## config.mk

```make
export PLATFORM = sky130hd
export DESIGN_NAME = twi_ptr_slave
export DESIGN_NICKNAME = d
export VERILOG_FILES = /design/src/rtl/twi_pkg.sv /design/src/rtl/twi_line_sync.sv /design/src/rtl/twi_timeout.sv /design/src/rtl/twi_slave_fsm.sv /design/src/rtl/twi_ptr_slave.sv
export SDC_FILE = /design/constraint.sdc
export NUM_CORES = 1
export LEC_CHECK = 0
export BUFFER_PORTS_ARGS = -buffer_cell sky130_fd_sc_hd__buf_2
export CAP_MARGIN = 20
export CORE_MARGIN = 2
export CORE_UTILIZATION = 45
export CTS_CLUSTER_SIZE = 25
export DETAILED_ROUTE_END_ITERATION = 7
export SLEW_MARGIN = 20
export SYNTH_ARGS = -nofsm -noshare
export SYNTH_HDL_FRONTEND = slang
export SYNTH_SLANG_ARGS = --single-unit
export TNS_END_PERCENT = 30
```

## constraint.sdc

```tcl
create_clock -name clk -period 4.8 [get_ports clk]
set_input_delay 0.48 -clock clk [delete_from_list [all_inputs] [get_ports clk]]
set_output_delay 0.48 -clock clk [all_outputs]
set_load 0.05 [all_outputs]
```

## src/rtl/twi_pkg.sv

```systemverilog
package twi_pkg;

  typedef enum logic [2:0] {
    S_IDLE,
    S_ADDR,
    S_PTR,
    S_WDAT,
    S_ACK,
    S_RDAT,
    S_RACK,
    S_RLOAD
  } twi_state_e;

  // Fixed upper bits 100, then the two encoded pin states.
  function automatic logic [6:0] slave_addr(input logic [1:0] hi_code,
                                            input logic [1:0] lo_code);
    return {3'b100, hi_code, lo_code};
  endfunction

  // Number of system clocks in a timeout window.
  function automatic int unsigned tmo_cycles(input int unsigned clk_khz,
                                             input int unsigned window_ms);
    return clk_khz * window_ms;
  endfunction

endpackage

```

## src/rtl/twi_line_sync.sv

```systemverilog
module twi_line_sync (
  input  logic clk,
  input  logic rst_n,
  input  logic scl_i,
  input  logic sda_i,
  output logic scl_q,
  output logic sda_q,
  output logic scl_rise,
  output logic scl_fall,
  output logic start_det,
  output logic stop_det
);
  logic [1:0] scl_s, sda_s;
  logic       scl_d, sda_d;

  always_ff @(posedge clk or negedge rst_n) begin
    if (!rst_n) begin
      scl_s <= 2'b11;
      sda_s <= 2'b11;
      scl_d <= 1'b1;
      sda_d <= 1'b1;
    end else begin
      scl_s <= {scl_s[0], scl_i};
      sda_s <= {sda_s[0], sda_i};
      scl_d <= scl_s[1];
      sda_d <= sda_s[1];
    end
  end

  assign scl_q     = scl_s[1];
  assign sda_q     = sda_s[1];
  assign scl_rise  = scl_q & ~scl_d;
  assign scl_fall  = ~scl_q & scl_d;
  assign start_det = scl_q & scl_d & sda_d & ~sda_q;
  assign stop_det  = scl_q & scl_d & ~sda_d & sda_q;

endmodule

```

## src/rtl/twi_timeout.sv

```systemverilog
module twi_timeout #(
  parameter int unsigned LIMIT = 1400000
) (
  input  logic clk,
  input  logic rst_n,
  input  logic scl_q,
  output logic tmo_hit
);
  localparam int CW = $clog2(LIMIT + 1);

  logic [CW-1:0] low_cnt;

  always_ff @(posedge clk or negedge rst_n) begin
    if (!rst_n)                      low_cnt <= '0;
    else if (scl_q)                  low_cnt <= '0;
    else if (low_cnt != CW'(LIMIT))  low_cnt <= low_cnt + CW'(1);
  end

  assign tmo_hit = !scl_q && (low_cnt == CW'(LIMIT - 1));

  // one pulse per stall
  a_r11_single_pulse: assert property (@(posedge clk) disable iff (!rst_n)
    tmo_hit |=> !tmo_hit);

endmodule

```

## src/rtl/twi_slave_fsm.sv

```systemverilog
module twi_slave_fsm #(
  parameter int PTR_W  = 8,
  parameter int DATA_W = 16
) (
  input  logic              clk,
  input  logic              rst_n,
  input  logic              scl_q,
  input  logic              sda_q,
  input  logic              scl_rise,
  input  logic              scl_fall,
  input  logic              start_det,
  input  logic              stop_det,
  input  logic              tmo_hit,
  input  logic [1:0]        pin_hi,
  input  logic [1:0]        pin_lo,
  input  logic [DATA_W-1:0] rd_data,
  output logic              sda_oe,
  output logic [PTR_W-1:0]  ptr,
  output logic              wr_en,
  output logic [DATA_W-1:0] wr_data
);
  import twi_pkg::*;

  localparam int NBYTES = DATA_W / 8;
  localparam int BIW    = (NBYTES > 1) ? $clog2(NBYTES) : 1;

  twi_state_e        state, ack_next;
  logic [3:0]        bit_cnt;
  logic [7:0]        rx_sh, tx_sh;
  logic [BIW-1:0]    byte_idx;
  logic [DATA_W-1:0] wacc;
  logic [6:0]        my_addr;
  logic [PTR_W-1:0]  ptr_q;
  logic              sda_oe_q, wr_en_q;
  logic [DATA_W-1:0] wr_data_q;
  logic [7:0]        cur_byte;
  logic              last_byte;

  function automatic logic [7:0] pick_byte(input logic [DATA_W-1:0] w,
                                           input logic [BIW-1:0] idx);
    logic [DATA_W-1:0] s;
    s = w >> (8 * (NBYTES - 1 - int'(idx)));
    return s[7:0];
  endfunction

  assign cur_byte  = pick_byte(rd_data, byte_idx);
  assign last_byte = (byte_idx == BIW'(NBYTES - 1));

  always_ff @(posedge clk or negedge rst_n) begin
    if (!rst_n) begin
      state     <= S_IDLE;
      ack_next  <= S_IDLE;
      bit_cnt   <= '0;
      rx_sh     <= '0;
      tx_sh     <= '0;
      byte_idx  <= '0;
      wacc      <= '0;
      my_addr   <= '0;
      ptr_q     <= '0;
      sda_oe_q  <= 1'b0;
      wr_en_q   <= 1'b0;
      wr_data_q <= '0;
    end else begin
      wr_en_q <= 1'b0;
      if (tmo_hit) begin
        state    <= S_IDLE;
        sda_oe_q <= 1'b0;
      end else if (start_det) begin
        state    <= S_ADDR;
        bit_cnt  <= '0;
        sda_oe_q <= 1'b0;
        my_addr  <= slave_addr(pin_hi, pin_lo);
      end else if (stop_det) begin
        state    <= S_IDLE;
        sda_oe_q <= 1'b0;
      end else begin
        case (state)
          S_ADDR, S_PTR, S_WDAT: begin
            if (scl_rise && bit_cnt != 4'd8) begin
              rx_sh   <= {rx_sh[6:0], sda_q};
              bit_cnt <= bit_cnt + 4'd1;
            end else if (scl_fall && bit_cnt == 4'd8) begin
              bit_cnt <= '0;
              if (state == S_ADDR) begin
                if (rx_sh[7:1] == my_addr) begin
                  sda_oe_q <= 1'b1;
                  state    <= S_ACK;
                  ack_next <= rx_sh[0] ? S_RDAT : S_PTR;
                  byte_idx <= '0;
                end else begin
                  state <= S_IDLE;
                end
              end else if (state == S_PTR) begin
                ptr_q    <= rx_sh[PTR_W-1:0];
                sda_oe_q <= 1'b1;
                state    <= S_ACK;
                ack_next <= S_WDAT;
                byte_idx <= '0;
                wacc     <= '0;
              end else begin
                wacc     <= {wacc[DATA_W-9:0], rx_sh};
                sda_oe_q <= 1'b1;
                state    <= S_ACK;
                if (last_byte) begin
                  wr_en_q   <= 1'b1;
                  wr_data_q <= {wacc[DATA_W-9:0], rx_sh};
                  ack_next  <= S_IDLE;
                end else begin
                  byte_idx <= byte_idx + BIW'(1);
                  ack_next <= S_WDAT;
                end
              end
            end
          end
          S_ACK: begin
            if (scl_fall) begin
              state   <= ack_next;
              bit_cnt <= '0;
              if (ack_next == S_RDAT) begin
                tx_sh    <= {cur_byte[6:0], 1'b0};
                sda_oe_q <= ~cur_byte[7];
              end else begin
                sda_oe_q <= 1'b0;
              end
            end
          end
          S_RDAT: begin
            if (scl_rise) begin
              bit_cnt <= bit_cnt + 4'd1;
            end else if (scl_fall) begin
              if (bit_cnt == 4'd8) begin
                sda_oe_q <= 1'b0;
                state    <= S_RACK;
                bit_cnt  <= '0;
              end else begin
                sda_oe_q <= ~tx_sh[7];
                tx_sh    <= {tx_sh[6:0], 1'b0};
              end
            end
          end
          S_RACK: begin
            if (scl_rise) begin
              if (sda_q) begin
                state <= S_IDLE;
              end else begin
                state    <= S_RLOAD;
                byte_idx <= last_byte ? '0 : byte_idx + BIW'(1);
              end
            end
          end
          S_RLOAD: begin
            if (scl_fall) begin
              tx_sh    <= {cur_byte[6:0], 1'b0};
              sda_oe_q <= ~cur_byte[7];
              state    <= S_RDAT;
              bit_cnt  <= '0;
            end
          end
          default: state <= S_IDLE;
        endcase
      end
    end
  end

  assign sda_oe  = sda_oe_q;
  assign ptr     = ptr_q;
  assign wr_en   = wr_en_q;
  assign wr_data = wr_data_q;

  // a new SDA pull starts only while SCL is low
  a_r12_pull_on_low: assert property (@(posedge clk) disable iff (!rst_n)
    $rose(sda_oe_q) |-> !scl_q);

  // a timeout leaves the slave idle and silent
  a_r11_tmo_release: assert property (@(posedge clk) disable iff (!rst_n)
    tmo_hit |=> (state == S_IDLE && !sda_oe_q));

  // a STOP ends the transaction
  a_r10_stop_idle: assert property (@(posedge clk) disable iff (!rst_n)
    (stop_det && !tmo_hit) |=> (state == S_IDLE && !sda_oe_q));

  // a write strobe comes with the ACK of the last data byte
  a_r3_wr_in_ack: assert property (@(posedge clk) disable iff (!rst_n)
    wr_en_q |-> (sda_oe_q && state == S_ACK));

  // the pointer cannot move while read data is going out
  a_r5_ptr_hold: assert property (@(posedge clk) disable iff (!rst_n)
    (state == S_RDAT) |=> $stable(ptr_q));

endmodule

```

## src/rtl/twi_ptr_slave.sv

```systemverilog
module twi_ptr_slave #(
  parameter int unsigned CLK_KHZ    = 50000,
  parameter int unsigned TIMEOUT_MS = 28,
  parameter int          PTR_W      = 8,
  parameter int          DATA_W     = 16
) (
  input  logic              clk,
  input  logic              rst_n,
  input  logic              scl_i,
  input  logic              sda_i,
  output logic              sda_oe,
  input  logic [1:0]        addr_pin_hi,
  input  logic [1:0]        addr_pin_lo,
  output logic [PTR_W-1:0]  reg_ptr,
  output logic              reg_wr_en,
  output logic [DATA_W-1:0] reg_wr_data,
  input  logic [DATA_W-1:0] reg_rd_data
);
  localparam int unsigned TMO = twi_pkg::tmo_cycles(CLK_KHZ, TIMEOUT_MS);

  logic scl_q, sda_q, scl_rise, scl_fall, start_det, stop_det, tmo_hit;

  twi_line_sync u_sync (
    .clk(clk), .rst_n(rst_n), .scl_i(scl_i), .sda_i(sda_i),
    .scl_q(scl_q), .sda_q(sda_q), .scl_rise(scl_rise), .scl_fall(scl_fall),
    .start_det(start_det), .stop_det(stop_det)
  );

  twi_timeout #(.LIMIT(TMO)) u_tmo (
    .clk(clk), .rst_n(rst_n), .scl_q(scl_q), .tmo_hit(tmo_hit)
  );

  twi_slave_fsm #(.PTR_W(PTR_W), .DATA_W(DATA_W)) u_fsm (
    .clk(clk), .rst_n(rst_n), .scl_q(scl_q), .sda_q(sda_q),
    .scl_rise(scl_rise), .scl_fall(scl_fall),
    .start_det(start_det), .stop_det(stop_det), .tmo_hit(tmo_hit),
    .pin_hi(addr_pin_hi), .pin_lo(addr_pin_lo), .rd_data(reg_rd_data),
    .sda_oe(sda_oe), .ptr(reg_ptr), .wr_en(reg_wr_en), .wr_data(reg_wr_data)
  );

endmodule

```

# Yosys cells after proc, flatten, opt, wreduce, memory -nomap -nowiden
# Index checks and enable logic that the tools add are counted.
[totals]
reg_bits = 93
inputBits = 24
out_inout_bits = 26
[classes]
n_addsub = 4
eq_ne = 39
shift = 1
n_mux = 72
bitwise = 19
n_reduce_logical = 22
[op_table]
columns = ["operator", "n"]
rows = [
  ["two-way mux 8 bit", 7],
  ["two-way mux 3 bit", 18],
  ["two-way mux 21 bit", 2],
  ["two-way mux 4 bit", 8],
  [">> shifter 16 x 32 -> 8 bit", 1],
  ["two-way mux 1 bit", 31],
  ["!= test 5 x 4 -> 1 bit (second input constant)", 6],
  ["case mux 8 bit (3 select lines)", 1],
  ["AND reduction 8 bit", 3],
  ["adder 21 x 1 -> 21 bit (second input constant)", 1],
  ["equality test 21 bit (second input constant)", 1],
  ["!= test 21 bit (second input constant)", 1],
  ["AND reduction 7 bit", 3],
  ["AND reduction 9 bit", 2],
  ["equality test 3 bit (second input constant)", 5],
  ["case mux 3 bit (5 select lines)", 1],
  ["!= test 2 x 1 -> 1 bit (second input constant)", 6],
  ["!= test 2 bit (second input constant)", 6],
  ["!= test 4 x 2 -> 1 bit (second input constant)", 3],
  ["inverter 1 bit", 12],
  ["case mux 4 bit (3 select lines)", 1],
  ["!= test 5 bit (second input constant)", 2],
  ["AND reduction 10 bit", 1],
  ["bitwise AND 1 bit", 7],
  ["24 further kinds", 28],
]

# Logic depth before layout (Yosys ltp)
[depth]
ltp_word = 9
mapped_depth = 8
depth_no_buf = 7

# By module
# From an unflattened synthesis, not the netlist that was laid out.
[unflattened]
cells_unflattened = 418
area_unflattened_um2 = 4675.7
[modules_own_cells]
columns = ["mod", "n_inst", "cells_each", "area_per_inst_um2"]
rows = [
  ["twi_slave_fsm", 1, 281, 3256.9],
  ["twi_timeout", 1, 127, 1228.7],
  ["twi_line_sync", 1, 10, 190.2],
]

# Worst setup path after synthesis
# No wires, ideal clock.
[synth_timing]
path_kind = "register -> register"
from = "register u_sync.scl_s[1]"
to = "register u_fsm.bit_cnt[0]"
setup_time_ns = 0.125
t_arrival_ns = 2.363
t_required_ns = 4.675
setup_slack_ns = 2.312
path_stages_with_launch = 9
period_less_slack_ns = 2.488
cell_sequence = "dfstp_2 > clkbuf_1 > inv_1 > ha_1 > and4b_1 > a2111oi_0 > a211oi_1 > nand2_1 > mux2_2"
[synth_between]
elab_chain_cells = 6
word_cells_on_any_way = 25
[synth_lines]
columns = ["item", "line_no", "text"]
rows = [
  ["start: declaration", "twi_line_sync.sv:13", "logic [1:0] scl_s, sda_s;"],
  ["start signal: assignment", "twi_line_sync.sv:23", "scl_s <= {scl_s[0], scl_i};"],
  ["bitwise AND 1 bit", "twi_line_sync.sv:32", "assign scl_rise = scl_q & ~scl_d;"],
  ["logical AND 1 bit", "twi_slave_fsm.sv:79", "if (scl_rise && bit_cnt != 4'd8) begin"],
  ["two-way mux 4 bit", "twi_slave_fsm.sv:79", ""],
  ["case mux 4 bit (3 select lines)", "twi_slave_fsm.sv:77", "case (state)"],
  ["two-way mux 4 bit", "twi_slave_fsm.sv:73", "end else if (stop_det) begin"],
  ["two-way mux 4 bit", "twi_slave_fsm.sv:68", "end else if (start_det) begin"],
  ["end signal: assignment", "twi_slave_fsm.sv:81", "bit_cnt <= bit_cnt + 4'd1;"],
  ["end signal: assignment", "twi_slave_fsm.sv:129", "bit_cnt <= bit_cnt + 4'd1;"],
  ["end: declaration", "twi_slave_fsm.sv:28", "logic [3:0] bit_cnt;"],
]
# Several ways; a longest one is shown, not always the timed one. The select of a mux whose other input is x is not followed.
# A chain may end at the register's enable or synchronous reset.

# Worst setup path in the final report
# Ends and elaborated chain as after synthesis.

==> results_dict.tcl <==
set metrics [dict create \
    outcome "finished clean" \
    die_area_um2 11100 \
    path_cells "inv_1 -> ha_1 -> and4b_1 -> a2111oi_0 -> a211oi_1 -> nand2_1 -> mux2_2" \
    worst-setup-path-type "reg2reg" \
    routed_via_density 5.43 \
    fp.dieH_um 106 \
    ys.flop_type "dfrtp_1" \
    portBuffers 49 \
    worst_pin_slew_ns 0.937 \
    yosysWarnings 0 \
    holdWs_ns 0.112 \
    clk_path_buf_depth 2 \
    grt_pass1_vias 3185 \
    synth_area_um2 4640 \
    hold_viol 0 \
    layout-drive-gt1-share 0.302 \
    cts-htree-levels 3 \
    worst_path_largest_cell_delay_ns 0.84 \
    first_pass_iters 4 \
    ioPinCount 50 \
    crit_path_top_delay_cell "dfstp_2" \
    r2r-start "u_sync.scl_s[1]$_DFF_PN1_" \
    power_density_nw_per_um2 276 \
    fp.dieW_um 106 \
    final_util 0.510 \
    globalplace.congestion 0.821 \
    grt_max_degree 52 \
    critical_path.max_fanout 26 \
    wl_mm 9.03 \
    wl_per_cell_um 14.9 \
    antenna_found_initial 0 \
    grt_pass1_wl_mm 15.5 \
    synth_edf_count 0 \
    synth.distinct_cells 63 \
    max_freq_mhz 373 \
    power.leakage_uw 0.00238 \
    start_kind "flip-flop" \
    critical-path-top-delay-family "flip-flops" \
    num_antenna_cells 0 \
    coreArea_um2 10200 \
    fillCellCount 961 \
    start_util 0.456 \
    tritoncts "done" \
    yosysSeqAreaShare 0.497 \
    numCtsBuffers 9 \
    yosys-top-cells-area "dfrtp_1 46%, mux2_2 9.2%, dfstp_2 3.4%, nor2_1 3.2%, mux2_4 2.9%" \
    cp-end-kind "flip-flop" \
    slew_headroom 0.374 \
    drt_first_iter_violations 226 \
    fin_crit_sh 0.559 \
    worstPathRequired_ns 5.06 \
    fin_skew_ns 0.0135 \
    ys_ff_latch 92 \
    post_cts.repair.setup_buffers 0 \
    fin_crit_ns 2.68 \
    areaGrowthSynthToFinish_pct 11.9 \
    synth_top_cell_by_area "dfrtp_1" \
    tns_ns 0 \
    synthArstFlopShare 1.00 \
    clock_latency_ns 0.38 \
    irDropWorstVdd_uv 127 \
    clock-sinks 92 \
    drcViolationCount 0 \
    maxCapViolCount 0 \
    synthCells 418 \
    cts_hold_buf 0 \
    clk_pin_slew_ns 0.11 \
    overflow 0 \
    num_rows 37 \
    cp.arrival_ns 2.94 \
    setup.worst_path.start "u_sync.scl_s[1]$_DFF_PN1_" \
    rsz0062_at_grt "no" \
    grtUsageTotal 0.174 \
    critPathBufInv 1 \
    drv_slew 0 \
    cts-root-buf "clkbuf_8" \
    setup-violations-final 0 \
    dp_slack_ns 2.12 \
    syn_nets 449 \
    setup_slack_ns 2.12 \
    nets 496 \
    cts_resized 0 \
    avgSynthCellArea_um2 11.1 \
    ant_nets 0 \
    synth.top_cell.area_share 0.463 \
    dp_hpwl_mm 6.36 \
    hold_path_class "in2async" \
    vias 3292 \
]
## report_power, final
group	internal [µW]	switching [µW]
Combinational	40.3	46.8
Clock	208	320
Sequential	795	24.6
Total	1040	392
## per-layer routing
metal / routed length, µm / part of all wire / track usage
met5: 0 / 0 / 0
met4: 156 / 0.017 / 0.0677
met3: 284 / 0.031 / 0.0303
met2: 4300 / 0.48 / 0.275
met1: 4280 / 0.47 / 0.239
## sequential cells by signal, indices dropped and copies added, names as in the netlist, 3 cells and up
signal,cells
u_fsm.tx_sh,7
u_fsm.ptr,8
u_fsm.bit_cnt,4
u_fsm.state,3
u_fsm.wr_data,16
u_tmo.low_cnt,21
u_fsm.ack_next,3
u_fsm.wacc,8
u_fsm.rx_sh,8
u_fsm.my_addr,5
## stage by stage
stage          area [µm²]  power (µW)  cells
3_3_place_gp         5000         921    590
4_1_cts              5190        1450    606
3_5_place_dp         5000         924    590
6_report             5190        1430    606
5_1_grt              5190        1500    606
2_1_floorplan        4640         881    418
## worst register-to-register path, cell delays in order (launching register included)
cell and delay (ns):
dfstp_2 0.84, inv_1 0.10, ha_1 0.29, and4b_1 0.28, a2111oi_0 0.39, a211oi_1 0.16, nand2_1 0.18, mux2_2 0.35
## cells in the mapped netlist (all sizes together) (5+ instances only)
library cell,n
dfrtp,86
dfstp,6
o31ai,11
o21ai,17
and3,5
xor2,7
nand2,20
inv,16
mux2,47
nand3b,5
mux2i,12
nand2b,6
xnor2,14
ha,7
nor2,40
nand3,16
clkbuf,9
nand4,6
buf,6
a21oi,18
or2,5
nor3,13
## logic make-up (layout without fill, tap and decap cells)
kind of cell,after synthesis,count (layout),synth area share
multiplexers,59,59,0.147
AND/OR/NAND/NOR,140,140,0.169
flip-flops,92,92,0.497
adder cells (fa/ha/maj),7,7,0.0189
buffers and inverters,31,83,0.0299
AO/OA/AOI/OAI,68,68,0.0984
XOR/XNOR,21,21,0.0396
## placed cells by master, fill, tap and decap left out, types with 4 or more instances in the layout
cell	netlist	routed
nand2_1	19	19
ha_1	7	7
inv_1	16	16
nor2_1	39	39
nand3b_1	5	5
o31ai_1	10	10
mux2_2	38	38
xnor2_1	14	14
nor3_1	11	11
dfrtp_1	86	86
mux2i_1	12	12
nand2b_1	6	6
and3_1	5	5
buf_2	5	48
a21oi_1	18	18
or2_2	5	5
dfstp_2	6	6
nand3_1	15	15
o21ai_0	16	16
xor2_1	7	7
inv_6	0	4
nand4_1	4	4
mux2_4	9	9
clkbuf_8	0	9
## cell type report
type | instances | area (µm²) | area share
clock buffers | 9 | 124 | 0.0238
clock inverters | 7 | 73.8 | 0.0142
inverters | 16 | 60.1 | 0.0116
multi-input cells | 295 | 2190 | 0.422
flip-flops and latches | 92 | 2310 | 0.445
well taps | 136 | 170 | 0.0328
repair buffers | 51 | 263 | 0.0506
## final timing paths
path                                           endpoint  slack (ns)  depth (start not counted)
min reg2reg                   u_sync.scl_s[1]$_DFF_PN1_        0.36                          0
max in group asynchronous     u_sync.scl_s[1]$_DFF_PN1_        3.68                          2
min                        u_fsm.wr_data[2]$_DFFE_PN0P_        0.11                          1
max                        u_fsm.bit_cnt[0]$_DFFE_PN0P_        2.12                          7
min in group clk              u_sync.sda_s[0]$_DFF_PN1_        0.20                          1
max reg2reg                u_fsm.bit_cnt[0]$_DFFE_PN0P_        2.12                          7
(Power assumes the default switching activity.)
